## config.mk

```make
export PLATFORM = sky130hd
export DESIGN_NAME = ipc_mailbox
export DESIGN_NICKNAME = d
export VERILOG_FILES = /design/src/rtl/ipc_mbox_pkg.sv /design/src/rtl/ipc_mbox_decode.sv /design/src/rtl/ipc_mbox_chan.sv /design/src/rtl/ipc_mbox_rdmux.sv /design/src/rtl/ipc_mailbox.sv
export SDC_FILE = /design/constraint.sdc
export NUM_CORES = 2
export LEC_CHECK = 0
export BUFFER_PORTS_ARGS = -buffer_cell sky130_fd_sc_hd__buf_2
export CAP_MARGIN = 20
export CORE_MARGIN = 5
export CORE_UTILIZATION = 45
export CTS_CLUSTER_SIZE = 20
export DETAILED_ROUTE_END_ITERATION = 8
export HOLD_SLACK_MARGIN = 0.12
export PLACE_DENSITY_LB_ADDON = 0.1
export SETUP_SLACK_MARGIN = 0.02
export SLEW_MARGIN = 20
export SYNTH_ARGS = -nofsm -noshare
export SYNTH_HDL_FRONTEND = slang
export SYNTH_SLANG_ARGS = --single-unit
```

## constraint.sdc

```tcl
create_clock -name clk -period 4.9 [get_ports clk]
set_input_delay 0.245 -clock clk [delete_from_list [all_inputs] [get_ports clk]]
set_output_delay 0.245 -clock clk [all_outputs]
set_load 0.005 [all_outputs]
```

## src/rtl/ipc_mbox_pkg.sv

```systemverilog
// Shared definitions for the mailbox: the register regions that an address
// can decode to, and the fixed byte offsets of the control registers.
package ipc_mbox_pkg;

    typedef enum logic [2:0] {
        RG_NONE,
        RG_TRIG,
        RG_ENAB,
        RG_STAT,
        RG_DATA
    } region_e;

    localparam int OFS_TRIG = 0;
    localparam int OFS_ENAB = 4;
    localparam int OFS_STAT = 8;
    localparam int OFS_WIN  = 16;

endpackage

```

## src/rtl/ipc_mbox_decode.sv

```systemverilog
// Address decoder for one register port.
// It maps a byte address to a region, a channel index and a word index.
// Assumes WORDS and NCH are powers of two and that word accesses are
// aligned (low two address bits zero).
module ipc_mbox_decode
    import ipc_mbox_pkg::*;
#(
    parameter int AW    = 8,
    parameter int NCH   = 4,
    parameter int WORDS = 8,
    parameter int CW    = 2,
    parameter int WW    = 3
) (
    input  logic [AW-1:0] addr,
    output region_e       region,
    output logic [CW-1:0] ch,
    output logic [WW-1:0] word
);
    localparam int MSG_BYTES = WORDS * 4;
    localparam int WIN_END   = OFS_WIN + NCH * MSG_BYTES;
    localparam int CSH       = $clog2(MSG_BYTES);

    logic [AW:0] off;

    // offset of the address inside the message area
    always_comb off = {1'b0, addr} - (AW+1)'(OFS_WIN);

    // channel and word fields of the window offset
    always_comb begin
        ch   = CW'(off >> CSH);
        word = WW'(off >> 2);
    end

    // region classification
    always_comb begin
        region = RG_NONE;
        if (addr[1:0] == 2'b00) begin
            if (int'(addr) == OFS_TRIG)      region = RG_TRIG;
            else if (int'(addr) == OFS_ENAB) region = RG_ENAB;
            else if (int'(addr) == OFS_STAT) region = RG_STAT;
            else if (int'(addr) >= OFS_WIN && int'(addr) < WIN_END)
                                             region = RG_DATA;
        end
    end
endmodule

```

## src/rtl/ipc_mbox_chan.sv

```systemverilog
// One mailbox channel: the message buffer and its pending flag.
// It takes sender word writes only while not pending. The flag is set by an
// accepted trigger and cleared by the receiver. It gives one read word for
// each port.
module ipc_mbox_chan #(
    parameter int WORDS = 8,
    parameter int WW    = 3
) (
    input  logic          clk,
    input  logic          rst_n,
    input  logic          wr_en,
    input  logic [WW-1:0] wr_word,
    input  logic [31:0]   wr_data,
    input  logic          trig,
    input  logic          clr,
    input  logic          open,
    input  logic [WW-1:0] s_idx,
    input  logic [WW-1:0] r_idx,
    output logic          pend,
    output logic [31:0]   s_word,
    output logic [31:0]   r_word
);
    logic [31:0] mem [WORDS];
    logic        pend_q;

    // message storage, frozen while a message is pending
    always_ff @(posedge clk) begin
        if (!rst_n) begin
            for (int i = 0; i < WORDS; i++) mem[i] <= '0;
        end else if (wr_en && !pend_q) begin
            mem[wr_word] <= wr_data;
        end
    end

    // pending flag: set by an accepted trigger, cleared only by the receiver
    always_ff @(posedge clk) begin
        if (!rst_n)                        pend_q <= 1'b0;
        else if (pend_q && clr)            pend_q <= 1'b0;
        else if (!pend_q && trig && open)  pend_q <= 1'b1;
    end

    // per-port word selection
    always_comb begin
        pend   = pend_q;
        s_word = mem[s_idx];
        r_word = mem[r_idx];
    end
endmodule

```

## src/rtl/ipc_mbox_rdmux.sv

```systemverilog
// Read-data selection for one port. Trigger and unmapped addresses give
// zero. The enable and pending vectors are zero-extended. Window reads come
// from the addressed channel.
module ipc_mbox_rdmux
    import ipc_mbox_pkg::*;
#(
    parameter int NCH = 4,
    parameter int CW  = 2
) (
    input  region_e           region,
    input  logic [CW-1:0]     ch,
    input  logic [NCH-1:0]    en,
    input  logic [NCH-1:0]    pend,
    input  logic [NCH*32-1:0] words,
    output logic [31:0]       rdata
);
    // select the value that the next read returns
    always_comb begin
        case (region)
            RG_ENAB: rdata = 32'(en);
            RG_STAT: rdata = 32'(pend);
            RG_DATA: rdata = words[ch*32 +: 32];
            default: rdata = '0;
        endcase
    end
endmodule

```

## src/rtl/ipc_mailbox.sv

```systemverilog
// One-direction multi-channel mailbox with a sender port and a receiver port.
// Assumes one clock for both ports and a synchronous active-low reset. Both
// ports decode the same layout. The receiver owns the enable mask and the
// clear of the pending flags. The sender owns the window writes and the
// triggers.
module ipc_mailbox
    import ipc_mbox_pkg::*;
#(
    parameter int NCH   = 4,
    parameter int WORDS = 8,
    parameter int AW    = 8
) (
    input  logic          clk,
    input  logic          rst_n,
    input  logic [AW-1:0] s_addr,
    input  logic          s_wr,
    input  logic [31:0]   s_wdata,
    input  logic          s_rd,
    output logic [31:0]   s_rdata,
    input  logic [AW-1:0] r_addr,
    input  logic          r_wr,
    input  logic [31:0]   r_wdata,
    input  logic          r_rd,
    output logic [31:0]   r_rdata,
    output logic          rx_irq
);
    localparam int CW = (NCH > 1) ? $clog2(NCH) : 1;
    localparam int WW = (WORDS > 1) ? $clog2(WORDS) : 1;

    region_e           s_reg, r_reg;
    logic [CW-1:0]     s_ch, r_ch;
    logic [WW-1:0]     s_wd, r_wd;
    logic [NCH-1:0]    en_q, pend_q;
    logic [NCH*32-1:0] s_words, r_words;
    logic [31:0]       s_nx, r_nx;
    logic              s_trig_wr, s_dat_wr, r_en_wr, r_clr_wr;

    ipc_mbox_decode #(.AW(AW), .NCH(NCH), .WORDS(WORDS), .CW(CW), .WW(WW)) u_sdec (
        .addr(s_addr), .region(s_reg), .ch(s_ch), .word(s_wd));
    ipc_mbox_decode #(.AW(AW), .NCH(NCH), .WORDS(WORDS), .CW(CW), .WW(WW)) u_rdec (
        .addr(r_addr), .region(r_reg), .ch(r_ch), .word(r_wd));

    // write strobes qualified by the owning port and region
    always_comb begin
        s_trig_wr = s_wr && (s_reg == RG_TRIG);
        s_dat_wr  = s_wr && (s_reg == RG_DATA);
        r_en_wr   = r_wr && (r_reg == RG_ENAB);
        r_clr_wr  = r_wr && (r_reg == RG_STAT);
    end

    // receiver-owned enable mask
    always_ff @(posedge clk) begin
        if (!rst_n)       en_q <= '0;
        else if (r_en_wr) en_q <= r_wdata[NCH-1:0];
    end

    for (genvar g = 0; g < NCH; g++) begin : g_ch
        ipc_mbox_chan #(.WORDS(WORDS), .WW(WW)) u_chan (
            .clk     (clk),
            .rst_n   (rst_n),
            .wr_en   (s_dat_wr && (s_ch == CW'(g))),
            .wr_word (s_wd),
            .wr_data (s_wdata),
            .trig    (s_trig_wr && s_wdata[g]),
            .clr     (r_clr_wr && r_wdata[g]),
            .open    (en_q[g]),
            .s_idx   (s_wd),
            .r_idx   (r_wd),
            .pend    (pend_q[g]),
            .s_word  (s_words[g*32 +: 32]),
            .r_word  (r_words[g*32 +: 32])
        );
    end

    ipc_mbox_rdmux #(.NCH(NCH), .CW(CW)) u_smux (
        .region(s_reg), .ch(s_ch), .en(en_q), .pend(pend_q), .words(s_words), .rdata(s_nx));
    ipc_mbox_rdmux #(.NCH(NCH), .CW(CW)) u_rmux (
        .region(r_reg), .ch(r_ch), .en(en_q), .pend(pend_q), .words(r_words), .rdata(r_nx));

    // registered read data for each port, held between reads
    always_ff @(posedge clk) begin
        if (!rst_n) begin
            s_rdata <= '0;
            r_rdata <= '0;
        end else begin
            if (s_rd) s_rdata <= s_nx;
            if (r_rd) r_rdata <= r_nx;
        end
    end

    // level interrupt for enabled, pending channels
    always_comb rx_irq = |(en_q & pend_q);
endmodule

```

==> results.md <==
- Post-synth EDFFs: 1024
- Worst vdd ir: 0.311 mV
- Top cells by area, synth: edfxtp_1, mux4_2, and2_1
- Switching Share: 25.5%
- Final clock skew: 26.1 ps
- Placed Area: 60200 um^2
- Final std cells w/o fill: 5596
- Yosys top cell by area: edfxtp_1
- GRT overflow: 0
- Synth warnings: 0
- Full die area: 135000 um^2
- TritonCTS Buffers: 130
- DP Wirelength: 124 mm
- Critical-path cell list: dlygate4sd3_1 > buf_6 > inv_4 > ha_2 > buf_4 > and2_0 > o21ai_0 > a41oi_1 > a21oi_1
- Final number of max-transition violations: 0
- Final instance area: 64600 um^2
- Pint: 17.1 mW
- Switching power: 5.84 mW
- Largest net degree at the start of global routing: 102
- Wirelength per Cell: 36.6 um
- Critical path data required time: 5520 ps
- Post-route setup TNS: 0 ps
- Routed Antenna Nets: 0
- Pleak: 22.1 nW
- Status: completed
- Drt first-iter violations: 5210
- Slew headroom: 18.2%
- Core Util, Final: 50.7%
- Latest clock arrival within the worst-skew pair: 760 ps
- CP peak stage delay: 940 ps
- Syn Std Cell Area: 57500 um^2
- Final Hold Slack: 157 ps
- Vias in the first global route: 37200
- Total GRT Usage: 30.2%
- Core Area: 127000 um^2
- Share of layout cells above drive strength 1: 27.4%
- Flop pwr share: 47.5%
- Final Hold Fails: 0
- Setup bufs post-CTS: 0
- Number of max-cap violations: 0
- Hold Crit Class: primary input to register
- Die width: 368 um
- Logic pwr share: 12.0%
- Post-Route WL: 205 mm
- Crit Path Class: primary input to register
- Placed insts: 5314
- # DRC: 0
- Vias per std cell: 6.57
- RD Place Congestion: 0.893
- Slowest-stage cell, CP: and2_0
- Clock Tree Buf Depth: 3
- First-pass GRT wire length: 285 mm
- Dominant synthesized flop cell: edfxtp_1
- Num Clock Sinks: 1096
- Row cnt: 131
- #FFs+latches synth: 1096
- Critical Path End Type: register
- Tmin final: 3720 ps
- Final setup vio count: 0
- Setup repair after global routing missed its margin: false
- CP Max Fanout: 17
- Final worst setup slack: 1180 ps
- Worst endpoint data arrival time: 4350 ps
- Pwr Total: 22.9 mW
- Cell variety after synth: 64
- H-tree depth: 4
- Power per Cell Area: 355 nW/um^2
- Share of the synthesized area in the top cell type: 53.4%
- Clock Power Share: 40.4%
- Pre-CTS setup slack: 1130 ps
- Syn_nets: 3898
- CTS tree: built
- Drt first pass iters: 5
- Final period utilization: 76.0%
- Input/output buffers: 122
- Commonest non-fill, non-tap cells in the layout: and2_1, edfxtp_1, mux4_2
- Initial Utilization: 45.2%
- Worst-Margin Slew: 1230 ps
- Clk pin slew, worst setup/hold paths: 60 ps
- Io pins: 151
- R2r setup slk: 2280 ps
- Initial antenna violation count: 19
- Layout area overhead: 12.3%
- Via count: 36800
- CTS Root Cell: clkbuf_16
- Asr flop ratio synth: 0%
- Commonest non-fill, non-tap cell in the layout: and2_1
- CP startpoint kind: primary input
- Sequential share of the synthesized area: 56.0%
- Chip Height: 368 um
- Syn Inst Count: 3806
- # nets final: 3913
- Max Freq: 268 MHz
- Post-Syn Area per Cell: 15.1 um^2
## repair_timing
item                                    in CTS  in global routing
resized for setup                            0                  0
hold endpoints to repair                   527                  0
hold buffers                                37                  0
endpoints found under the setup margin       0                  0
## layer usage
layer	GRT usage (%)	wire, um	up-vias
li1	-	-	14700
met1	42.0	80600	19400
met2	47.0	94600	2299
met3	7.03	22000	394
met4	10.4	7590	6
met5	0	40	-
## power groups by stage
| stage | logic (mW) | registers (mW) | clock network (mW) |
|---|---|---|---|
| floorplan | 1.62 | 11.0 | 0 |
| global placement | 2.65 | 11.0 | 0 |
| detailed placement | 2.68 | 11.1 | 0 |
| CTS | 2.71 | 10.9 | 9.38 |
| global route | 2.83 | 11.0 | 9.78 |
| finish | 2.76 | 10.9 | 9.27 |
## critical path, delay by kind of cell
kind	cells	cell delay, ps
buffers and inverters	4	1420
AO/OA/AOI/OAI	3	1120
adder cells (fa/ha/maj)	1	580
AND/OR/NAND/NOR	1	940
## Yosys cell counts (37+ instances only)
library cell  number
mux2i_1           97
mux4_2           520
nor2_1            41
o21ai_0           55
edfxtp_1        1024
buf_2             93
and2_1          1026
nand2_1          115
clkbuf_1         249
nor2b_1           41
a21oi_1           37
mux2_2            51
dfxtp_1           72
## state kept, by name (all words and copies together), names as in the netlist
signal and cells:
en_q 4, g_ch.u_chan.mem 1024, r_rdata 32, s_rdata 32, g_ch.u_chan.pend 4
## final timing paths
| check | start | to | cells past startpoint |
|---|---|---|---|
| max reg2reg | g_ch[0].u_chan.pend | g_ch[0].u_chan.mem[2][1] | 3 |
| min | s_wdata[2] | g_ch[0].u_chan.mem[1][2] | 2 |
| min reg2reg | s_rdata[10] | s_rdata[10] | 2 |
| max | s_addr[4] | s_rdata[3] | 9 |
## cell families (layout without fill, tap and decap cells)
family	count (synthesis)	in the layout	synth area share, %
muxes	671	671	23.1
and+or+nand+nor	1324	1324	13.9
adders and majority gates	6	6	0.130
xor gates and xnor gates	4	4	0.0609
buffers and inverters	409	525	3.18
other	0	12	0
DFF	1096	1096	56.0
AOI/OAI and AO/OA	296	296	3.72
## layout make-up
class,count,area [um^2]
Sequential cell,1096,32200
Clock inverter,64,500
Multi-Input combinational cell,2301,24000
Antenna cell,12,30.0
Inverter,7,28.8
Clock buffer,169,3510
Tap cell,1662,2080
Timing Repair Buffer,285,2240
Fill cell,10600,62700
No activity file was read; power rests on OpenSTA's default activity.
